`config.mk`:
```
export PLATFORM = sky130hd
export DESIGN_NAME = hdchk_seq
export DESIGN_NICKNAME = d
export VERILOG_FILES = /design/src/rtl/hdchk_pkg.sv /design/src/rtl/hdchk_seq.sv
export SDC_FILE = /design/constraint.sdc
export NUM_CORES = 1
export LEC_CHECK = 0
export ABC_CLOCK_PERIOD_IN_PS = 2100
export CELL_PAD_IN_SITES_DETAIL_PLACEMENT = 1
export CELL_PAD_IN_SITES_GLOBAL_PLACEMENT = 1
export CORE_UTILIZATION = 33
export CTS_CLUSTER_SIZE = 10
export DETAILED_ROUTE_END_ITERATION = 10
export PLACE_DENSITY = 0.91
export SYNTH_ARGS = -nofsm -noshare
export SYNTH_HDL_FRONTEND = slang
export SYNTH_SLANG_ARGS = --single-unit
```
`constraint.sdc`:
```
create_clock -name clk -period 2.1 [get_ports clk]
set_input_delay 0.525 -clock clk [delete_from_list [all_inputs] [get_ports clk]]
set_output_delay 0.525 -clock clk [all_outputs]
set_load 0.05 [all_outputs]
```
`src/rtl/hdchk_pkg.sv`:
```
package hdchk_pkg;
    localparam int WORD_W   = 10;
    localparam int CRC_W    = 18;
    localparam int LINE_W   = 11;
    localparam int LANES    = 2;
    localparam int LN_LO_W  = 7;
    localparam logic [CRC_W-1:0] CRC_MASK = 18'h23000;

    typedef enum logic [2:0] {
        S_IDLE,
        S_ACTIVE,
        S_LN0,
        S_LN1,
        S_CR0,
        S_CR1
    } seq_state_e;

    function automatic logic [CRC_W-1:0] crc_word(input logic [CRC_W-1:0] cur,
                                                   input logic [WORD_W-1:0] din);
        logic [CRC_W-1:0] r;
        logic fb;
        r = cur;
        for (int i = 0; i < WORD_W; i++) begin
            fb = r[0] ^ din[i];
            r  = r >> 1;
            if (fb) r = r ^ CRC_MASK;
        end
        return r;
    endfunction
endpackage

```
`src/rtl/hdchk_seq.sv`:
```
module hdchk_seq
    import hdchk_pkg::*;
(
    input  logic               clk,
    input  logic               rst_n,
    input  logic               hd_mode,
    input  logic               word_en,
    input  logic               trs_hdr,
    input  logic               trs_sav,
    input  logic               trs_eav,
    input  logic [LN_LO_W-1:0] ln_bits,
    input  logic [LINE_W-1:0]  exp_line,
    output logic               crc_clr,
    output logic               crc_feed,
    output logic               cr0_cap,
    output logic               crc_cmp,
    output logic               ln_mis,
    output logic               miss
);
    localparam int LN_HI_W = LINE_W - LN_LO_W;

    seq_state_e state_q, state_d;
    logic armed_q, armed_d;
    logic [LN_LO_W-1:0] ln0_q;
    logic go, trailing;

    always_comb begin
        state_d = state_q;
        armed_d = armed_q;
        if (!hd_mode) begin
            state_d = S_IDLE;
            armed_d = 1'b0;
        end else if (word_en) begin
            unique case (state_q)
                S_IDLE: begin
                    if (trs_sav) begin
                        state_d = S_ACTIVE;
                        armed_d = 1'b1;
                    end else if (trs_eav) begin
                        state_d = S_LN0;
                        armed_d = 1'b0;
                    end
                end
                S_ACTIVE: if (trs_eav) state_d = S_LN0;
                S_LN0:    state_d = trs_hdr ? S_IDLE : S_LN1;
                S_LN1:    state_d = trs_hdr ? S_IDLE : S_CR0;
                S_CR0:    state_d = trs_hdr ? S_IDLE : S_CR1;
                S_CR1:    state_d = S_IDLE;
                default:  state_d = S_IDLE;
            endcase
            if (state_d == S_IDLE) armed_d = 1'b0;
        end
    end

    always_ff @(posedge clk or negedge rst_n) begin
        if (!rst_n) begin
            state_q <= S_IDLE;
            armed_q <= 1'b0;
        end else begin
            state_q <= state_d;
            armed_q <= armed_d;
        end
    end

    always_ff @(posedge clk or negedge rst_n) begin
        if (!rst_n)
            ln0_q <= '0;
        else if (hd_mode && word_en && state_q == S_LN0)
            ln0_q <= ln_bits;
    end

    always_comb begin
        go       = hd_mode && word_en;
        trailing = (state_q == S_LN0) || (state_q == S_LN1) ||
                   (state_q == S_CR0) || (state_q == S_CR1);
        miss     = go && trailing && trs_hdr;
        crc_clr  = go && trs_sav && (state_q == S_IDLE || state_q == S_ACTIVE);
        crc_feed = go && !trs_sav && !trs_hdr &&
                   (state_q == S_LN0 || state_q == S_LN1);
        if (go && !trs_sav && state_q == S_ACTIVE) crc_feed = 1'b1;
        cr0_cap  = go && !trs_hdr && state_q == S_CR0;
        crc_cmp  = go && !trs_hdr && state_q == S_CR1 && armed_q;
        ln_mis   = go && !trs_hdr && state_q == S_LN1 &&
                   ({ln_bits[LN_HI_W-1:0], ln0_q} != exp_line);
    end


    sd_idle_chk: assert property (@(posedge clk) disable iff (!rst_n)
        !hd_mode |=> state_q == S_IDLE);


    abort_idle_chk: assert property (@(posedge clk) disable iff (!rst_n)
        miss |=> state_q == S_IDLE && !armed_q);
endmodule

```
# Word-level counts from Yosys, hierarchy flattened
# Index checks and enable logic that the tools add are counted.
dict set report op_classes {
  bitwise_logic 0
  div 0
  mux 17
  magnitude_cmp 0
  shifts 0
  n_reduce_logical 25
  mul 0
  add_sub_neg 0
  n_eq_ne 9
}
# operator count
set op_table {}
lappend op_table {{3-bit 2-to-1 mux} 8}
lappend op_table {{1-bit logical AND} 16}
lappend op_table {{3-bit case mux with 5 select lines} 1}
lappend op_table {{11-bit != test} 1}
lappend op_table {{1-bit 2-to-1 mux} 7}
lappend op_table {{3-bit by 2-bit equality test with 1-bit output (second input constant)} 2}
lappend op_table {{3-bit equality test (second input constant)} 2}
lappend op_table {{3-bit logical NOT} 2}
lappend op_table {{1-bit logical OR} 4}
lappend op_table {{4-bit by 1-bit != test with 1-bit output (second input constant)} 1}
lappend op_table {{3-bit by 1-bit equality test with 1-bit output (second input constant)} 1}
lappend op_table {{3-bit by 1-bit != test with 1-bit output (second input constant)} 1}
lappend op_table {{3-bit AND reduction} 1}
lappend op_table {{1-bit logical NOT} 2}
lappend op_table {{2-bit 2-to-1 mux} 1}
lappend op_table {{2-bit by 1-bit != test with 1-bit output (second input constant)} 1}
dict set report totals {
  in_bits 25
  ram_bits 0
  mem_bits_ro 0
  latch_bits 0
  n_memories 0
  reg_bits 11
  out_inout_bits 6
  wordCells 54
}

# Logic depth before layout (Yosys ltp)
# Gate-level depths: netlist of the first run.
dict set report depth {
  word_depth 9
  mapped_depth 5
  mapped_depth_nobuf 4
}

# Least setup slack after synthesis of the first run
# Ideal clock, no wire load.
dict set report synth_path {
  path_type {input-to-output}
  start {in ln_bits[3]}
  end {out ln_mis}
  path_slack_ns -0.682
  stages 4
  required_time_ns 1.575
  arrival_ns 2.257
  n_path_buf 0
  path_cell_list {xnor2_1 nand4_1 nor3_1 nor4_1}
}
dict set report synth_between {
  elab_chain_cells 2
}
# element line_no
set synth_rtl {}
lappend synth_rtl {{start, declared} hdchk_seq.sv:11} ;# input logic [LN_LO_W-1:0] ln_bits,
lappend synth_rtl {{11-bit != test} hdchk_seq.sv:84} ;# ({ln_bits[LN_HI_W-1:0], ln0_q} != exp_line);
lappend synth_rtl {{1-bit logical AND} hdchk_seq.sv:83} ;# ln_mis = go && !trs_hdr && state_q == S_LN1 &&
lappend synth_rtl {{end, declared} hdchk_seq.sv:17} ;# output logic ln_mis,
# No other way between the ends.

# Worst setup path in the final report of the first run
dict set report layout_path {
  start {reg state_q[2]}
  end {out crc_clr}
}
dict set report layout_between {
  elab_chain_cells 3
  elab_cells_between_ends 4
}
# element line_no
set layout_rtl {}
lappend layout_rtl {{start, declared} hdchk_seq.sv:22} ;# seq_state_e state_q, state_d;
lappend layout_rtl {{start signal, assigned} hdchk_seq.sv:60} ;# state_q <= state_d;
lappend layout_rtl {{3-bit by 1-bit equality test with 1-bit output or 3-bit logical NOT (tied branches)} hdchk_seq.sv:77} ;# crc_clr = go && trs_sav && (state_q == S_IDLE || state_q == S_ACTIVE);
lappend layout_rtl {{1-bit logical OR *} hdchk_seq.sv:77}
lappend layout_rtl {{1-bit logical AND *} hdchk_seq.sv:77}
lappend layout_rtl {{end, declared} hdchk_seq.sv:13} ;# output logic crc_clr,
# Mark *: on every way between the ends. The rest lies on a longest branch, timed or not.

==> results.py, run 1 <==
metrics = {
    "min_path": {
        "hp-start": "ln0_q[4]",
        "hold_end": "ln0_q[4]",
        "hold_class": "reg2reg",
        "hold_depth": 1,
    },
    "clock_tree": {
        "worstSkewPairLatency_ns": 0.28,
        "cts.path.max_buffers": 2,
        "cts_buffers": 3,
        "cts_sinks": 11,
        "htreeDepth": 1,
        "clk_transition_reported_paths_ns": 0.08,
        "cts_root_buffer": "clkbuf_4",
        "cts_tree": "yes",
        "cts_hold_buf": 0,
    },
    "timing": {
        "fin_crit_ns": 2.11,
        "fin_crit_sh": 1.00,
        "slew_viol_final": 0,
        "setup_violations": 1,
        "fin_ws_ns": -0.00971,
        "rsz0062_at_grt": "yes",
        "relSlewSlack": 0.645,
        "fmax_mhz": 474,
        "tightest_slew_ns": 0.530,
        "finClkSkew_ns": 0.00697,
        "hold_viol_final": 0,
    },
    "critical_path": {
        "worst-path-max-fanout": 10,
        "criticalPathCategory": "reg2out",
        "regToRegEndpoint": "ln0_q[2]",
        "required_ns": 1.57,
        "worst_r2r_startpoint": "state_q[0]",
        "crit_path_start_kind": "register",
        "r2r_cells": 4,
        "critPathArrivalTime_ns": 1.58,
        "crit_path_end_kind": "output port",
        "cpPeakStageDelay_ns": 0.39,
        "crit_chain": "buf_4, nor2_1, nand2_1, nor2_2, buf_12",
        "crit_slowest_cell": "dfrtp_1",
        "r2r_setup_slack_ns": 0.70,
    },
    "floorplanning": {
        "die_area_mm2": 0.00251,
        "rows": 17,
        "io_pins": 31,
        "die_w_um": 50.1,
        "initial_core_util": 0.348,
        "fp.coreArea_mm2": 0.00219,
        "fp.dieH_um": 50.1,
    },
    "logic_synthesis": {
        "ys_warn_count": 0,
        "synth-edff-count": 0,
        "synthFlopType": "dfrtp_1",
        "async_flop_share": 1.00,
        "ys_ff_latch": 11,
        "ys_top_cells_by_area": "dfrtp_1 36%, xnor2_1 13%, mux2_2 10%",
        "synth.distinct_cells": 31,
        "syn_nets": 102,
        "syn_inst": 77,
        "yosys-top-cells-count": "11 x dfrtp_1, 11 x xnor2_1, 7 x mux2_2",
        "yosysSeqAreaShare": 0.361,
        "synth_area_um2": 763,
        "syn_avg_cell_area_um2": 9.91,
        "yosysTopAreaCell": "dfrtp_1",
        "synth_top_area_share": 0.361,
    },
    "status": {
        "status": "complete, but fails checks",
        "failed_checks": "setup timing",
    },
    "global_route": {
        "grt_pass1_wl_um": 4400,
        "grt_usage": 0.246,
        "antenna_found_initial": 0,
        "grt_max_degree": 12,
        "grt_pass1_vias": 900,
        "grt_overflow": 0,
    },
    "placement": {
        "post-dp-hpwl_um": 2100,
        "place.gp.congestion": 0.874,
        "io_buffers": 30,
        "post-place-cells": 143,
    },
    "pwr": {
        "vdd_drop_max_uv": 410,
        "total_power_uw": 711,
        "power_density_mw_per_mm2": 528,
        "leakagePower_uw": 0.000573,
    },
    "run": {
        "maxCapViolCount": 0,
    },
    "final_layout": {
        "drive_gt1_frac": 0.410,
        "nFillCells": 242,
        "stdcell_count": 150,
        "syn2layout_area_growth_pct": 76.6,
        "nNetsFinal": 148,
        "antenna_cells": 0,
    },
    "route": {
        "wl_per_cell_um": 19.7,
        "ant_nets": 0,
        "routed_wl_um": 2960,
        "drcViolationCount": 0,
        "vias": 799,
        "drt_iter0_drc": 11,
        "avgViaCountPerCell": 5.33,
        "drt_pass1_iterations": 5,
    },
}
-- area by class of cell --
| cell class | instances | area, µm² | area share |
|---|---|---|---|
| clock inverter | 1 | 5.00 | 0.00371 |
| tap | 28 | 35.0 | 0.0260 |
| clock buffer | 3 | 22.5 | 0.0167 |
| sequential | 11 | 278 | 0.206 |
| timing repair buffer | 44 | 449 | 0.333 |
| multi-input combinational | 61 | 551 | 0.409 |
| inverter | 2 | 7.51 | 0.00557 |
-- cell families (layout without fill, tap and decap cells) --
family          after synthesis  in the layout  synth area share
compound gates               12             12             0.113
buf+inv                       5             50            0.0328
simple gates                 29             29             0.239
mux                           8              8             0.116
xor+xnor                     12             12             0.138
flops                        11             11             0.361
-- cells in the final DEF, fill, tap and decap left out, types with 2 or more instances in the layout --
| master | synthesis | layout |
|---|---|---|
| dfrtp_2 | 0 | 2 |
| nand4_1 | 3 | 3 |
| clkbuf_4 | 0 | 3 |
| xnor2_1 | 11 | 8 |
| a21oi_1 | 2 | 2 |
| and2b_2 | 1 | 2 |
| buf_12 | 0 | 6 |
| nor3b_1 | 3 | 2 |
| buf_4 | 1 | 14 |
| o31ai_1 | 2 | 2 |
| mux2_2 | 7 | 7 |
| clkdlybuf4s50_1 | 0 | 6 |
| inv_2 | 0 | 2 |
| dfrtp_1 | 11 | 9 |
| nand2_1 | 4 | 3 |
| xnor2_2 | 0 | 3 |
| nor2_1 | 4 | 2 |
| nor4_4 | 0 | 2 |
| o21a_1 | 2 | 2 |
| nor2_2 | 0 | 2 |
| nor3_1 | 4 | 3 |
| clkdlybuf4s15_1 | 0 | 5 |
| dlygate4sd2_1 | 0 | 13 |
-- critical path: cells and delay by family (launching register included) --
| family | cells | cell delay [ns] |
|---|---|---|
| flip-flops | 1 | 0.39 |
| buffers and inverters | 2 | 0.35 |
| AND/OR/NAND/NOR | 3 | 0.57 |
-- flip-flops by register name, indices dropped and copies added, names as in the netlist --
register / count
armed_q: 1
ln0_q: 7
state_q: 3
-- how the worst max path moves through the flow --
stage,from,endpoint
6_report,state_q[2],crc_clr
3_5_place_dp,hd_mode,ln_mis
5_1_grt,state_q[2],crc_clr
2_1_floorplan,word_en,cr0_cap
3_3_place_gp,ln_bits[3],ln_mis
4_1_cts,exp_line[9],ln_mis
-- routing by layer --
metal | GRT usage | share of wire
met5 | 0 | 0
met3 | 0.0648 | 0.036
met1 | 0.269 | 0.41
met4 | 0.105 | 0.022
met2 | 0.438 | 0.53
-- report_power, final --
group	switching (µW)	leakage (µW)	total, µW	internal, µW
logic	115	0.000416	262	148
registers	42.0	0.000139	300	258
clock network	77.7	0.0000177	148	70.7
total	235	0.000573	711	477
-- repair_timing --
item / in CTS / in global routing
setup endpoints to repair: 6 / 6
resized for setup: 33 / 7
pin swaps: 16 / 4
buffers inserted: 1 / 2
-- metrics by stage --
step / TNS, ns / instance area [µm²] / setup WS [ns] / util / hold WS (ns)
4_1_cts: -0.0323 / 1300 / -0.0233 / 0.595 / 0.540
6_report: -0.00971 / 1350 / -0.00971 / 0.615 / 0.542
3_3_place_gp: -0.690 / 1240 / -0.188 / 0.567 / 0.512
2_1_floorplan: -0.546 / 781 / -0.200 / - / 0.229
5_1_grt: -0.176 / 1350 / -0.0719 / 0.615 / 0.552
3_5_place_dp: -1.02 / 1240 / -0.259 / 0.567 / 0.523
(Power assumes the default switching activity.)
==> run 2: changes to the inputs <==
--- a/config.mk
+++ b/config.mk
@@ -9,9 +9,10 @@
 export CELL_PAD_IN_SITES_DETAIL_PLACEMENT = 1
 export CELL_PAD_IN_SITES_GLOBAL_PLACEMENT = 1
 export CORE_UTILIZATION = 33
+export CTS_CLUSTER_DIAMETER = 40
 export CTS_CLUSTER_SIZE = 10
 export DETAILED_ROUTE_END_ITERATION = 10
-export PLACE_DENSITY = 0.91
+export PLACE_DENSITY_LB_ADDON = 0.2
 export SYNTH_ARGS = -nofsm -noshare
 export SYNTH_HDL_FRONTEND = slang
 export SYNTH_SLANG_ARGS = --single-unit
==> run 2 against run 1 <==
  * The run now ends clean
  * Non-clock buffer count decreased by 3
  * Flip-flop and latch count did not move
  * Cell count is 2.0% lower
  * Worst setup slack gained 0.060 ns
  * Die area is the same
  * Routed wire length decreased by 28%
  * First-iteration DRC count is 36% lower
  * Sequential power fell by 2%
  * Clock power increased by 5%
  * Clock-buffer cell count is the same
  * Critical endpoint unchanged
  * Largest cell class unchanged
  * Highest routed layer is now met3
==> results.py, run 2 (same netlist as run 1, synthesis figures left out) <==
metrics = {
    "placement": {
        "post-dp-hpwl_um": 1690,
        "place.gp.congestion": 0.828,
        "post-place-cells": 143,
        "placed_area_mm2": 0.00124,
        "io_buffers": 30,
    },
    "floorplanning": {
        "initial_core_util": 0.348,
        "io_pins": 31,
        "die_area_mm2": 0.00251,
        "die_w_um": 50.1,
        "fp.dieH_um": 50.1,
        "fp.coreArea_mm2": 0.00219,
        "rows": 17,
    },
    "route": {
        "ant_nets": 0,
        "wl_per_cell_um": 14.5,
        "vias": 747,
        "avgViaCountPerCell": 5.08,
        "drt_pass1_iterations": 4,
        "routed_wl_um": 2130,
        "drt_iter0_drc": 7,
        "drcViolationCount": 0,
    },
    "timing": {
        "finClkSkew_ns": 0.00629,
        "fmax_mhz": 488,
        "rsz0062_at_grt": "yes",
        "slew_viol_final": 0,
        "fin_crit_sh": 0.976,
        "hold_viol_final": 0,
        "tightest_slew_ns": 0.501,
        "relSlewSlack": 0.665,
        "setup_violations": 0,
        "whs_ns": 0.530,
        "fin_crit_ns": 2.05,
    },
    "clock_tree": {
        "cts.path.max_buffers": 2,
        "cts_buffers": 3,
        "worstSkewPairLatency_ns": 0.28,
        "clk_transition_reported_paths_ns": 0.08,
        "cts_root_buffer": "clkbuf_4",
        "cts_tree": "yes",
        "cts_sinks": 11,
        "htreeDepth": 1,
    },
    "critical_path": {
        "criticalPathCategory": "in2out",
        "critPathBufInv": 2,
        "crit_path_start_kind": "primary input",
        "worst-path-max-fanout": 3,
        "crit_slowest_cell": "clkdlybuf4s50_1",
        "required_ns": 1.57,
        "cpPeakStageDelay_ns": 0.55,
        "crit_chain": "clkdlybuf4s50_1, nand2_1, nor2_1, buf_12",
        "cp_top_family": "buffers and inverters",
        "critPathArrivalTime_ns": 1.52,
        "crit_path_end_kind": "output port",
    },
    "global_route": {
        "grt_max_degree": 12,
        "grt_pass1_wl_um": 3730,
        "grt_overflow": 0,
        "grt_pass1_vias": 797,
        "antenna_found_initial": 0,
        "grt_usage": 0.196,
    },
    "final_layout": {
        "top_regs": "ln0_q x7, state_q x3, armed_q x1",
        "largest_reg_flops": 7,
        "nNetsFinal": 145,
        "antenna_cells": 0,
        "stdcell_count": 147,
        "top_register": "ln0_q",
        "drive_gt1_frac": 0.370,
        "final_cell_mix": "11 x dlygate4sd2_1, 11 x buf_4, 10 x xnor2_1",
        "design_area_mm2": 0.00132,
        "syn2layout_area_growth_pct": 72.5,
    },
    "status": {
        "status": "completed",
    },
    "run": {
        "maxCapViolCount": 0,
    },
    "pwr": {
        "power_density_mw_per_mm2": 516,
        "vdd_drop_max_uv": 358,
        "leakagePower_uw": 0.000546,
    },
    "min_path": {
        "hold_class": "reg2reg",
    },
}
==> run 2: power breakdown <==
group | total, µW | internal (µW) | switching, µW | leakage (µW)
clock | 156 | 70.7 | 85.2 | 0.0000177
sequential | 294 | 258 | 35.5 | 0.000139
combinational | 229 | 136 | 92.7 | 0.000389
total | 679 | 465 | 213 | 0.000546
==> run 2: stage by stage <==
step	TNS, ns	total power [µW]	setup slack [ns]	utilization
floorplan	-0.546	419	-0.200	-
global placement	-0.609	514	-0.190	0.567
detailed placement	-0.816	523	-0.222	0.567
CTS	0	685	0.00138	0.592
global route	-0.0918	731	-0.0688	0.601
finish	0	679	0.0505	0.601
==> run 2: final cells by class <==
| class | count | area [µm²] |
|---|---|---|
| Clock buffer | 3 | 22.5 |
| Clock inverter | 1 | 5.00 |
| Multi-Input combinational cell | 61 | 539 |
| Inverter | 2 | 7.51 |
| Sequential cell | 11 | 278 |
| Tap cell | 28 | 35.0 |
| Fill cell | 256 | 875 |
| Timing Repair Buffer | 41 | 429 |
==> run 2: metal layers <==
layer,GRT usage,routed length (µm)
met3,0.0556,127
met4,0.0143,0
met5,0,0
met1,0.237,911
met2,0.351,1100
==> run 2: worst paths after layout <==
path	start	end	slack [ns]	depth (start not counted)
setup / recovery	trs_sav	crc_clr	0.05	4
hold / removal	ln0_q[1]	ln0_q[1]	0.53	1
setup reg to reg	state_q[1]	ln0_q[3]	0.76	3
hold reg to reg	ln0_q[1]	ln0_q[1]	0.53	1
max in group asynchronous	rst_n	state_q[0]	1.16	1
min in group asynchronous	rst_n	ln0_q[1]	0.57	1
==> run 2: timing repair <==
action | in CTS | in global routing
resized for setup | 34 | 5
setup buffers | 0 | 0
endpoints found under the setup margin | 6 | 5
pin swaps | 17 | 5
hold buffers | 0 | 0
==> run 3: changes to the inputs <==
--- a/config.mk
+++ b/config.mk
@@ -5,10 +5,10 @@
 export SDC_FILE = /design/constraint.sdc
 export NUM_CORES = 1
 export LEC_CHECK = 0
-export ABC_CLOCK_PERIOD_IN_PS = 2100
+export ABC_CLOCK_PERIOD_IN_PS = 2200
 export CELL_PAD_IN_SITES_DETAIL_PLACEMENT = 1
 export CELL_PAD_IN_SITES_GLOBAL_PLACEMENT = 1
-export CORE_UTILIZATION = 33
+export CORE_UTILIZATION = 31
 export CTS_CLUSTER_DIAMETER = 40
 export CTS_CLUSTER_SIZE = 10
 export DETAILED_ROUTE_END_ITERATION = 10
==> constraint.sdc (replaced) <==
create_clock -name clk -period 2.2 [get_ports clk]
set_input_delay 0.55 -clock clk [delete_from_list [all_inputs] [get_ports clk]]
set_output_delay 0.55 -clock clk [all_outputs]
set_load 0.05 [all_outputs]
==> run 3 against run 2 <==
  * Clock power fell by 14%
  * Non-clock buffer count fell by 1
  * Highest routed layer is now met4
  * Critical path depth rose by 2
  * Utilization fell by 3.0 points
  * Largest power group unchanged
  * Sequential power fell by 4%
  * Critical endpoint is now ln_mis
  * Flip-flop and latch count did not move
  * Cell count fell by 0.68%
  * Die area rose by 6.2%
==> results.py, run 3 (same netlist as run 1, synthesis figures left out) <==
metrics = {
    "final_layout": {
        "antenna_cells": 0,
        "nNetsFinal": 144,
        "largest_reg_flops": 7,
        "drive_gt1_frac": 0.331,
        "syn2layout_area_growth_pct": 70.3,
        "top_regs": "ln0_q x7, state_q x3, armed_q x1",
        "final_cell_mix": "12 x clkdlybuf4s15_1, 10 x xnor2_1, 10 x buf_4",
        "final_core_util": 0.571,
        "top_register": "ln0_q",
        "final_common_cell": "clkdlybuf4s15_1",
    },
    "global_route": {
        "grt_usage": 0.186,
        "grt_overflow": 0,
        "grt_pass1_wl_um": 3590,
        "antenna_found_initial": 0,
        "grt_pass1_vias": 751,
        "grt_max_degree": 12,
    },
    "floorplanning": {
        "fp.dieH_um": 51.6,
        "die_w_um": 51.6,
        "rows": 17,
        "die_area_mm2": 0.00266,
        "fp.coreArea_mm2": 0.00228,
        "io_pins": 31,
        "initial_core_util": 0.335,
    },
    "route": {
        "ant_nets": 0,
        "avgViaCountPerCell": 4.95,
        "drcViolationCount": 0,
        "drt_iter0_drc": 10,
        "routed_wl_um": 2190,
        "vias": 722,
        "wl_per_cell_um": 15.0,
        "drt_pass1_iterations": 4,
    },
    "pwr": {
        "power_density_mw_per_mm2": 486,
        "p_comb_frac": 0.342,
        "vdd_drop_max_uv": 454,
        "p_clk_frac": 0.212,
        "total_power_uw": 631,
        "p_sw_frac": 0.292,
        "switching_power_uw": 184,
        "seq_power_share": 0.447,
        "leakagePower_uw": 0.000540,
        "internal_power_uw": 447,
    },
    "critical_path": {
        "crit_chain": "dlygate4sd2_1, xnor2_1, nand4_1, nor3_2, nor4_2, bufbuf_16",
        "critPathBufInv": 2,
        "worst-path-max-fanout": 1,
        "crit_slowest_cell": "bufbuf_16",
        "crit_path_start_kind": "primary input",
        "critPathArrivalTime_ns": 1.62,
        "crit_path_end_kind": "output port",
        "cp_top_family": "buffers and inverters",
        "worst_r2r_startpoint": "state_q[2]",
        "cpPeakStageDelay_ns": 0.28,
        "required_ns": 1.65,
        "startpoint": "exp_line[10]",
        "criticalPathCategory": "in2out",
    },
    "clock_tree": {
        "cts_hold_buf": 0,
        "cts_buffers": 3,
        "cts_sinks": 11,
        "worstSkewPairLatency_ns": 0.26,
        "htreeDepth": 1,
        "clk_transition_reported_paths_ns": 0.07,
        "cts_tree": "yes",
        "cts.path.max_buffers": 2,
        "cts_root_buffer": "clkbuf_4",
    },
    "timing": {
        "whs_ns": 0.538,
        "setup_violations": 0,
        "hold_viol_final": 0,
        "finClkSkew_ns": 0.00462,
        "rsz0062_at_grt": "yes",
        "fin_ws_ns": 0.0324,
        "fin_crit_ns": 2.17,
        "slew_viol_final": 0,
        "fmax_mhz": 461,
        "fin_crit_sh": 0.985,
        "relSlewSlack": 0.664,
        "tightest_slew_ns": 0.503,
    },
    "placement": {
        "io_buffers": 30,
        "place_ws_ns": -0.166,
        "post-dp-hpwl_um": 1780,
        "place.gp.congestion": 0.795,
    },
    "status": {
        "status": "completed",
    },
    "min_path": {
        "hold_class": "reg2reg",
        "hp-start": "ln0_q[3]",
    },
    "run": {
        "maxCapViolCount": 0,
    },
}
==> run 3: cell count changes in the layout (fill, tap and decap cells not counted), moves of 2 or more <==
cell / before / now
nor4_2: 0 / 2
dlygate4sd2_1: 11 / 6
clkdlybuf4s15_1: 7 / 12
nor4_4: 2 / 0
bufbuf_16: 0 / 2
buf_12: 6 / 4
==> run 3: per-stage QoR <==
| step | instances | instance area, µm² | TNS, ns |
|---|---|---|---|
| after CTS | 146 | 1300 | -0.00541 |
| after global routing | 146 | 1300 | -0.0260 |
| final | 146 | 1300 | 0 |
| after floorplan | 77 | 781 | -0.366 |
| after detailed placement | 142 | 1230 | -0.605 |
| after global placement | 142 | 1230 | -0.387 |
==> run 3: layout make-up <==
cell class | instances | area, µm²
clock buffer | 4 | 26.3
fill | 257 | 976
inverter | 2 | 7.51
multi-input combinational | 61 | 500
sequential | 11 | 278
tap | 28 | 35.0
timing repair buffer | 40 | 453
==> run 3: final timing paths <==
kind                                    to  slack (ns)  cells after the start
max in group asynchronous       state_q[0]        1.21                      1
worst max register to register  state_q[0]        0.86                      5
worst min register to register    ln0_q[3]        0.54                      1
min in group asynchronous         ln0_q[1]        0.62                      1
worst max-delay path                ln_mis        0.03                      6
worst min-delay path              ln0_q[3]        0.54                      1
==> run 3: per-layer routing <==
layer | GRT usage | up-vias | part of all wire
met1 | 0.248 | 344 | 0.46
met4 | 0.0135 | 0 | 0.0032
met2 | 0.310 | 16 | 0.50
met3 | 0.0526 | 2 | 0.037
met5 | 0 | - | 0
li1 | - | 360 | -
==> run 3: power groups by stage <==
stage	registers [µW]	logic (µW)	clock network, µW
floorplan	271	129	0
global placement	281	209	0
detailed placement	284	219	0
CTS	282	219	138
global route	290	237	153
finish	282	216	134
==> run 3: repair_timing <==
action | 4_1_cts | 5_1_grt
pin swaps | 16 | 5
gates cloned | 0 | 0
endpoints found under the setup margin | 6 | 3
buffers inserted | 0 | 0
resized for setup | 36 | 4
